--- src/rtl/sys_ctrl_pkg.sv ---
package sys_ctrl_pkg;
  localparam logic [1:0] SIZE_BYTE = 2'b00;

  typedef struct packed {
    logic wrApply;  // hit write with bit 0 clear: update stored bits
    logic wrReset;  // hit write with bit 0 set: start pulse, set flag
    logic rdHit;    // hit read
  } ioStrb_t;
endpackage

--- src/rtl/sys_ctrl_ctl.sv ---
module sys_ctrl_ctl
  import sys_ctrl_pkg::*;
#(
  parameter int          ADDR_W    = 16,
  parameter logic [15:0] REG_ADDR  = 16'h0092,
  parameter int          PULSE_LEN = 4
) (
  input  logic              clk,
  input  logic              porRstN,
  input  logic              cpuRstN,
  input  logic [ADDR_W-1:0] ioAddr,
  input  logic [1:0]        ioSize,
  input  logic              ioWrEn,
  input  logic              ioRdEn,
  input  logic              wrBit0,
  output ioStrb_t           strb,
  output logic              cpuResetPulse
);
  localparam int CNT_W = $clog2(PULSE_LEN + 1);
  localparam logic [CNT_W-1:0] CNT_LOAD = CNT_W'(PULSE_LEN);

  logic             addrHit;
  logic             wrHit;
  logic [CNT_W-1:0] pulseCnt;

  // An access hits only at the register address with a one-byte size.
  assign addrHit = (ioAddr == ADDR_W'(REG_ADDR)) && (ioSize == SIZE_BYTE);
  // Writes are accepted only while the CPU is out of reset.
  assign wrHit   = ioWrEn && addrHit && cpuRstN;

  always_comb begin
    strb.wrApply = wrHit && !wrBit0;
    strb.wrReset = wrHit && wrBit0;
    strb.rdHit   = ioRdEn && addrHit;
  end

  // Pulse counter: loaded on a reset write, counts down to zero.
  always_ff @(posedge clk or negedge porRstN) begin
    if (!porRstN)               pulseCnt <= '0;
    else if (strb.wrReset)      pulseCnt <= CNT_LOAD;
    else if (pulseCnt != '0)    pulseCnt <= pulseCnt - 1'b1;
  end

  assign cpuResetPulse = (pulseCnt != '0);

  // the pulse is high in the cycle after a reset write.
  a_r3_pulse_start: assert property (@(posedge clk) disable iff (!porRstN)
    strb.wrReset |=> cpuResetPulse);
  // the pulse ends once the count runs out, unless it is restarted.
  a_r3_pulse_end: assert property (@(posedge clk) disable iff (!porRstN)
    (pulseCnt == CNT_W'(1) && !strb.wrReset) |=> !cpuResetPulse);
  // a wrong-size access produces no strobe.
  a_r1_size_reject: assert property (@(posedge clk) disable iff (!porRstN)
    (ioSize != SIZE_BYTE) |-> (strb == '0));
endmodule

--- src/rtl/sys_ctrl_dp.sv ---
module sys_ctrl_dp
  import sys_ctrl_pkg::*;
(
  input  logic       clk,
  input  logic       porRstN,
  input  logic       cpuRstN,
  input  ioStrb_t    strb,
  input  logic [7:0] ioWrData,
  input  logic       wdEvent,
  output logic [7:0] ioRdData,
  output logic       a20Gate,
  output logic       cmosLock,
  output logic       activityLed
);
  logic       a20Q;
  logic       lockQ;
  logic       rstFlagQ;
  logic       wdFlagQ;
  logic [1:0] actQ;

  // A20 gate and activity bits: cleared by CPU reset.
  always_ff @(posedge clk or negedge porRstN) begin
    if (!porRstN) begin
      a20Q <= 1'b0;
      actQ <= 2'b00;
    end else if (!cpuRstN) begin
      a20Q <= 1'b0;
      actQ <= 2'b00;
    end else if (strb.wrApply) begin
      a20Q <= ioWrData[1];
      actQ <= ioWrData[7:6];
    end
  end

  // Sticky lock: software can only set it.
  always_ff @(posedge clk or negedge porRstN) begin
    if (!porRstN)                           lockQ <= 1'b0;
    else if (strb.wrApply && ioWrData[3])   lockQ <= 1'b1;
  end

  // Reset-method flag: survives CPU reset.
  always_ff @(posedge clk or negedge porRstN) begin
    if (!porRstN)           rstFlagQ <= 1'b0;
    else if (strb.wrReset)  rstFlagQ <= 1'b1;
    else if (strb.wrApply)  rstFlagQ <= 1'b0;
  end

  // Watchdog status: a hardware event takes priority over a software clear.
  always_ff @(posedge clk or negedge porRstN) begin
    if (!porRstN)                            wdFlagQ <= 1'b0;
    else if (wdEvent)                        wdFlagQ <= 1'b1;
    else if (strb.wrApply && !ioWrData[4])   wdFlagQ <= 1'b0;
  end

  assign ioRdData    = strb.rdHit ? {actQ, 1'b0, wdFlagQ, lockQ, 1'b0, a20Q, rstFlagQ} : 8'h00;
  assign a20Gate     = a20Q;
  assign cmosLock    = lockQ;
  assign activityLed = |actQ;

  // once set, the lock stays set until power-on reset.
  a_r5_lock_sticky: assert property (@(posedge clk) disable iff (!porRstN)
    lockQ |=> lockQ);
  // the A20 gate moves only on an applied write or a CPU reset.
  a_r4_a20_hold: assert property (@(posedge clk) disable iff (!porRstN)
    (!strb.wrApply && cpuRstN) |=> $stable(a20Q));
  // the reset flag survives a CPU reset when there is no write.
  a_r6_flag_keep: assert property (@(posedge clk) disable iff (!porRstN)
    (!cpuRstN && rstFlagQ) |=> rstFlagQ);
  // a watchdog event always leaves the flag set.
  a_r8_wd_set: assert property (@(posedge clk) disable iff (!porRstN)
    wdEvent |=> wdFlagQ);
  // the unused bits always read as zero.
  always_comb begin
    a_r9_unused_zero: assert (ioRdData[5] == 1'b0 && ioRdData[2] == 1'b0);
  end
endmodule

--- src/rtl/sys_ctrl_reg.sv ---
module sys_ctrl_reg
  import sys_ctrl_pkg::*;
#(
  parameter int          ADDR_W    = 16,
  parameter logic [15:0] REG_ADDR  = 16'h0092,
  parameter int          PULSE_LEN = 4
) (
  input  logic              clk,
  input  logic              porRstN,
  input  logic              cpuRstN,
  input  logic [ADDR_W-1:0] ioAddr,
  input  logic [1:0]        ioSize,
  input  logic              ioWrEn,
  input  logic              ioRdEn,
  input  logic [7:0]        ioWrData,
  output logic [7:0]        ioRdData,
  input  logic              wdEvent,
  output logic              a20Gate,
  output logic              cpuResetPulse,
  output logic              cmosLock,
  output logic              activityLed
);
  ioStrb_t strb;

  sys_ctrl_ctl #(
    .ADDR_W   (ADDR_W),
    .REG_ADDR (REG_ADDR),
    .PULSE_LEN(PULSE_LEN)
  ) u_ctl (
    .clk          (clk),
    .porRstN      (porRstN),
    .cpuRstN      (cpuRstN),
    .ioAddr       (ioAddr),
    .ioSize       (ioSize),
    .ioWrEn       (ioWrEn),
    .ioRdEn       (ioRdEn),
    .wrBit0       (ioWrData[0]),
    .strb         (strb),
    .cpuResetPulse(cpuResetPulse)
  );

  sys_ctrl_dp u_dp (
    .clk        (clk),
    .porRstN    (porRstN),
    .cpuRstN    (cpuRstN),
    .strb       (strb),
    .ioWrData   (ioWrData),
    .wdEvent    (wdEvent),
    .ioRdData   (ioRdData),
    .a20Gate    (a20Gate),
    .cmosLock   (cmosLock),
    .activityLed(activityLed)
  );
endmodule

--- config.mk ---
export PLATFORM = sky130hd
export DESIGN_NAME = sys_ctrl_reg
export DESIGN_NICKNAME = d
export VERILOG_FILES = /design/src/rtl/sys_ctrl_pkg.sv /design/src/rtl/sys_ctrl_ctl.sv /design/src/rtl/sys_ctrl_dp.sv /design/src/rtl/sys_ctrl_reg.sv
export SDC_FILE = /design/constraint.sdc
export NUM_CORES = 1
export LEC_CHECK = 0
export ABC_CLOCK_PERIOD_IN_PS = 3400
export BUFFER_PORTS_ARGS = -buffer_cell sky130_fd_sc_hd__buf_2
export CELL_PAD_IN_SITES_DETAIL_PLACEMENT = 2
export CELL_PAD_IN_SITES_GLOBAL_PLACEMENT = 2
export CORE_ASPECT_RATIO = 1.25
export CORE_MARGIN = 2
export CORE_UTILIZATION = 21
export DETAILED_ROUTE_END_ITERATION = 10
export PLACE_DENSITY_LB_ADDON = 0.1
export SETUP_SLACK_MARGIN = 0.4
export SLEW_MARGIN = 20
export SYNTH_ARGS = -nofsm -noshare
export SYNTH_HDL_FRONTEND = slang
export SYNTH_SLANG_ARGS = --single-unit
--- constraint.sdc ---
create_clock -name clk -period 3.4 [get_ports clk]
set_input_delay 0.68 -clock clk [delete_from_list [all_inputs] [get_ports clk]]
set_output_delay 0.68 -clock clk [all_outputs]
set_load 0.03 [all_outputs]
==> results.sh <==
export IMPL_dr_total_vias=597
export IMPL_clock_sinks=9
export IMPL_drc=0
export IMPL_clk_pin_slew_ns=0.06
export IMPL_drt_wl_total_um=1600
export IMPL_finalCritPeriodShare_pct=78.8
export IMPL_place_ws_ns=0.687
export IMPL_yosys_top_cells_count="dfrtp_1 (9), and2_1 (6), inv_1 (6)"
export IMPL_power_density_nw_per_um2=411
export IMPL_cts_path_max_buffers=2
export IMPL_finalInstanceArea_um2=835
export IMPL_final_max_slew_violation_count=0
export IMPL_static_leakage_power_nw=0.452
export IMPL_tightest_slew_ns=0.488
export IMPL_synth_edff_count=0
export IMPL_netlist_cell_type_count=26
export IMPL_synth_flop_cell="dfrtp_1"
export IMPL_io_buffers=39
export IMPL_max_cap_violations=0
export IMPL_reg2reg_depth=5
export IMPL_cp_top_family="simple AND/OR/NAND/NOR gates"
export IMPL_vias_per_cell=4.39
export IMPL_die_w_um=50.8
export IMPL_holdBufCountCts=0
export IMPL_tns_ns=0
export IMPL_core_area_um2=2650
export IMPL_rrSetupSlack_ns=2.27
export IMPL_stdcell_count=136
export IMPL_cts_resized=0
export IMPL_critical_path_arrival_ns=2.00
export IMPL_syn2layout_area_growth_pct=45.3
export IMPL_synth_top_family_by_area="simple AND/OR/NAND/NOR gates"
export IMPL_synth_seq_cells=9
export IMPL_drive_above_1_share_pct=48.0
export IMPL_antenna_found_initial=0
export IMPL_synth_mux_area_share_pct=5.45
export IMPL_critical_path_max_stage_delay_ns=0.30
export IMPL_path_max_fanout=7
export IMPL_cts_setup_buffers=0
export IMPL_gp_congestion=0.637
export IMPL_grt_setup_unrepaired="no"
export IMPL_ios=44
export IMPL_synth_cells=59
export IMPL_critPathSlowestCell="nor4_2"
export IMPL_layout_setup_ws_ns=0.722
export IMPL_ant_nets=0
export IMPL_grtUsageTotal_pct=11.6
export IMPL_placementRows=21
export IMPL_crit_path_start="ioAddr[9]"
export IMPL_place_inst=132
export IMPL_r2r_end="u_ctl.pulseCnt[0]"
export IMPL_avgSynthCellArea_um2=9.73
export IMPL_grt_max_degree=10
export IMPL_synth_simple_area_share_pct=34.0
export IMPL_yosysMostFrequentCell="dfrtp_1"
export IMPL_grt_pass1_vias=621
export IMPL_status="complete, no violations"
export IMPL_synth_top_area_share_pct=39.2
export IMPL_synth_largest_area_cell="dfrtp_1"
export IMPL_drt_pass1_iter_count=2
export IMPL_drtIter0Drc=3
export IMPL_path_buf_inv=3
export IMPL_synth_warnings=0
export IMPL_p_int_mw=0.230
export IMPL_syn_area_um2=574
export IMPL_worstPathRequired_ns=2.72
export IMPL_hold_worst_slack_ns=0.258
export IMPL_path_cells="buf_2 > nor4_2 > nand4b_2 > nor3_1 > buf_4 > and2_1 > buf_2"
export IMPL_n_antenna_cell=0
export IMPL_cts_root_buffer="clkbuf_4"
export IMPL_hpwl_um=1330
export IMPL_crit_path_end_kind="primary output"
export IMPL_p_comb_share_pct=35.4
export IMPL_synth_xor_area_share_pct=1.53
export IMPL_slew_headroom_pct=67.2
export IMPL_setup_worst_path_class="in2out"
export IMPL_synthAdderAreaFrac_pct=4.36
export IMPL_finalNetCount=137
export IMPL_power_share_sequential_pct=39.9
export IMPL_switching_share_pct=33.0
export IMPL_p_switching_mw=0.113
export IMPL_synth_compound_area_share_pct=8.28
export IMPL_cts_made_buffers=3
export IMPL_clk_latency_ns=0.26
export IMPL_place_area_um2=808
export IMPL_fin_crit_ns=2.68
export IMPL_hold_viol=0
export IMPL_die_h_um=62.5
export IMPL_seq_area_frac_synth_pct=39.2
export IMPL_holdCritPathClass="in2async"
export IMPL_ir_worst_vdd_mv=0.284
export IMPL_dieArea_um2=3170
export IMPL_setup_viol_count_final=0
export IMPL_async_flop_share_pct=100
export IMPL_finalPower_mw=0.343
export IMPL_grt_ovfl_total=0
export IMPL_power_share_clock_pct=24.8
export IMPL_utilization_pct=31.4
export IMPL_grt_pass1_wl_um=2780
export IMPL_fmax_mhz=373
export IMPL_startpoint_type="primary input"
export IMPL_timing_rr_start="u_ctl.pulseCnt[0]"
export IMPL_synth_area_leaders="dfrtp_1 (39%), and2_1 (6.5%), nor4_2 (6.5%)"
export IMPL_h_tree_depth=1
export IMPL_start_util_pct=21.6
export IMPL_finalClockSkew_ns=0.000119
export IMPL_cts_tree="yes"
export IMPL_path_common_cell="buf_2"
export IMPL_post_drt_wl_per_cell_um=11.8
worst max path at each step:
stage	cells past startpoint	to	slack, ns
after global routing	7	ioRdData[4]	0.50
final	7	ioRdData[0]	0.72
after global placement	7	ioRdData[0]	0.69
after detailed placement	7	ioRdData[6]	0.69
after CTS	7	ioRdData[0]	0.68
after floorplan	4	ioRdData[0]	0.92
per-layer routing:
metal	vias up	routed length, µm	GRT usage, %
li1	287	-	-
met1	277	653	12.8
met5	-	0	0
met2	31	727	18.3
met4	0	24	7.09
met3	2	196	4.55
sequential cells by signal (all words and copies together), names as in the netlist:
name and count:
u_ctl.pulseCnt 3, u_dp.actQ 2, u_dp.a20Gate 1, u_dp.cmosLock 1, u_dp.rstFlagQ 1, u_dp.wdFlagQ 1
cells in the final DEF (no fill, tap or decap), drive strengths merged:
cell type  netlist  layout
mux2i            2       2
nor2             4       4
a211oi           1       1
buf              2      40
nor4bb           1       1
o41ai            1       1
clkbuf           0       4
xnor2            1       1
nor3             3       3
conb             1       2
dfrtp            9       9
mux2             1       1
or4b             2       2
nor4             4       4
a21boi           1       1
or2              1       1
nand2            4       4
nand3            1       1
nand4b           1       1
a21o             2       2
nor2b            1       1
a211o            1       1
inv              6       6
nand2b           1       1
and2             6       6
ha               2       2
logic make-up (layout without fill, tap and decap cells):
group	Yosys count	count (layout)
other	1	2
adder cells (fa/ha/maj)	2	2
AND/OR/NAND/NOR	29	29
XOR/XNOR	1	1
flip-flops	9	9
multiplexers	3	3
AO/OA/AOI/OAI	6	6
buffers and inverters	8	50
power by group through the flow:
stage                     Combinational [mW]  Clock, mW  Sequential (mW)
final                                  0.121     0.0848            0.137
after CTS                              0.124     0.0887            0.137
after floorplan                       0.0861          0            0.137
after global routing                   0.140     0.0943            0.139
after global placement                 0.120          0            0.139
after detailed placement               0.123          0            0.139
final cells by class:
| cell class | count | area (µm²) |
|---|---|---|
| inverter | 6 | 22.5 |
| fill | 329 | 1820 |
| sequential | 9 | 225 |
| multi-input combinational | 43 | 315 |
| clock buffer | 4 | 26.3 |
| tap | 34 | 42.5 |
| timing repair buffer | 40 | 203 |
Note: power is estimated with default switching activity, not from simulation.
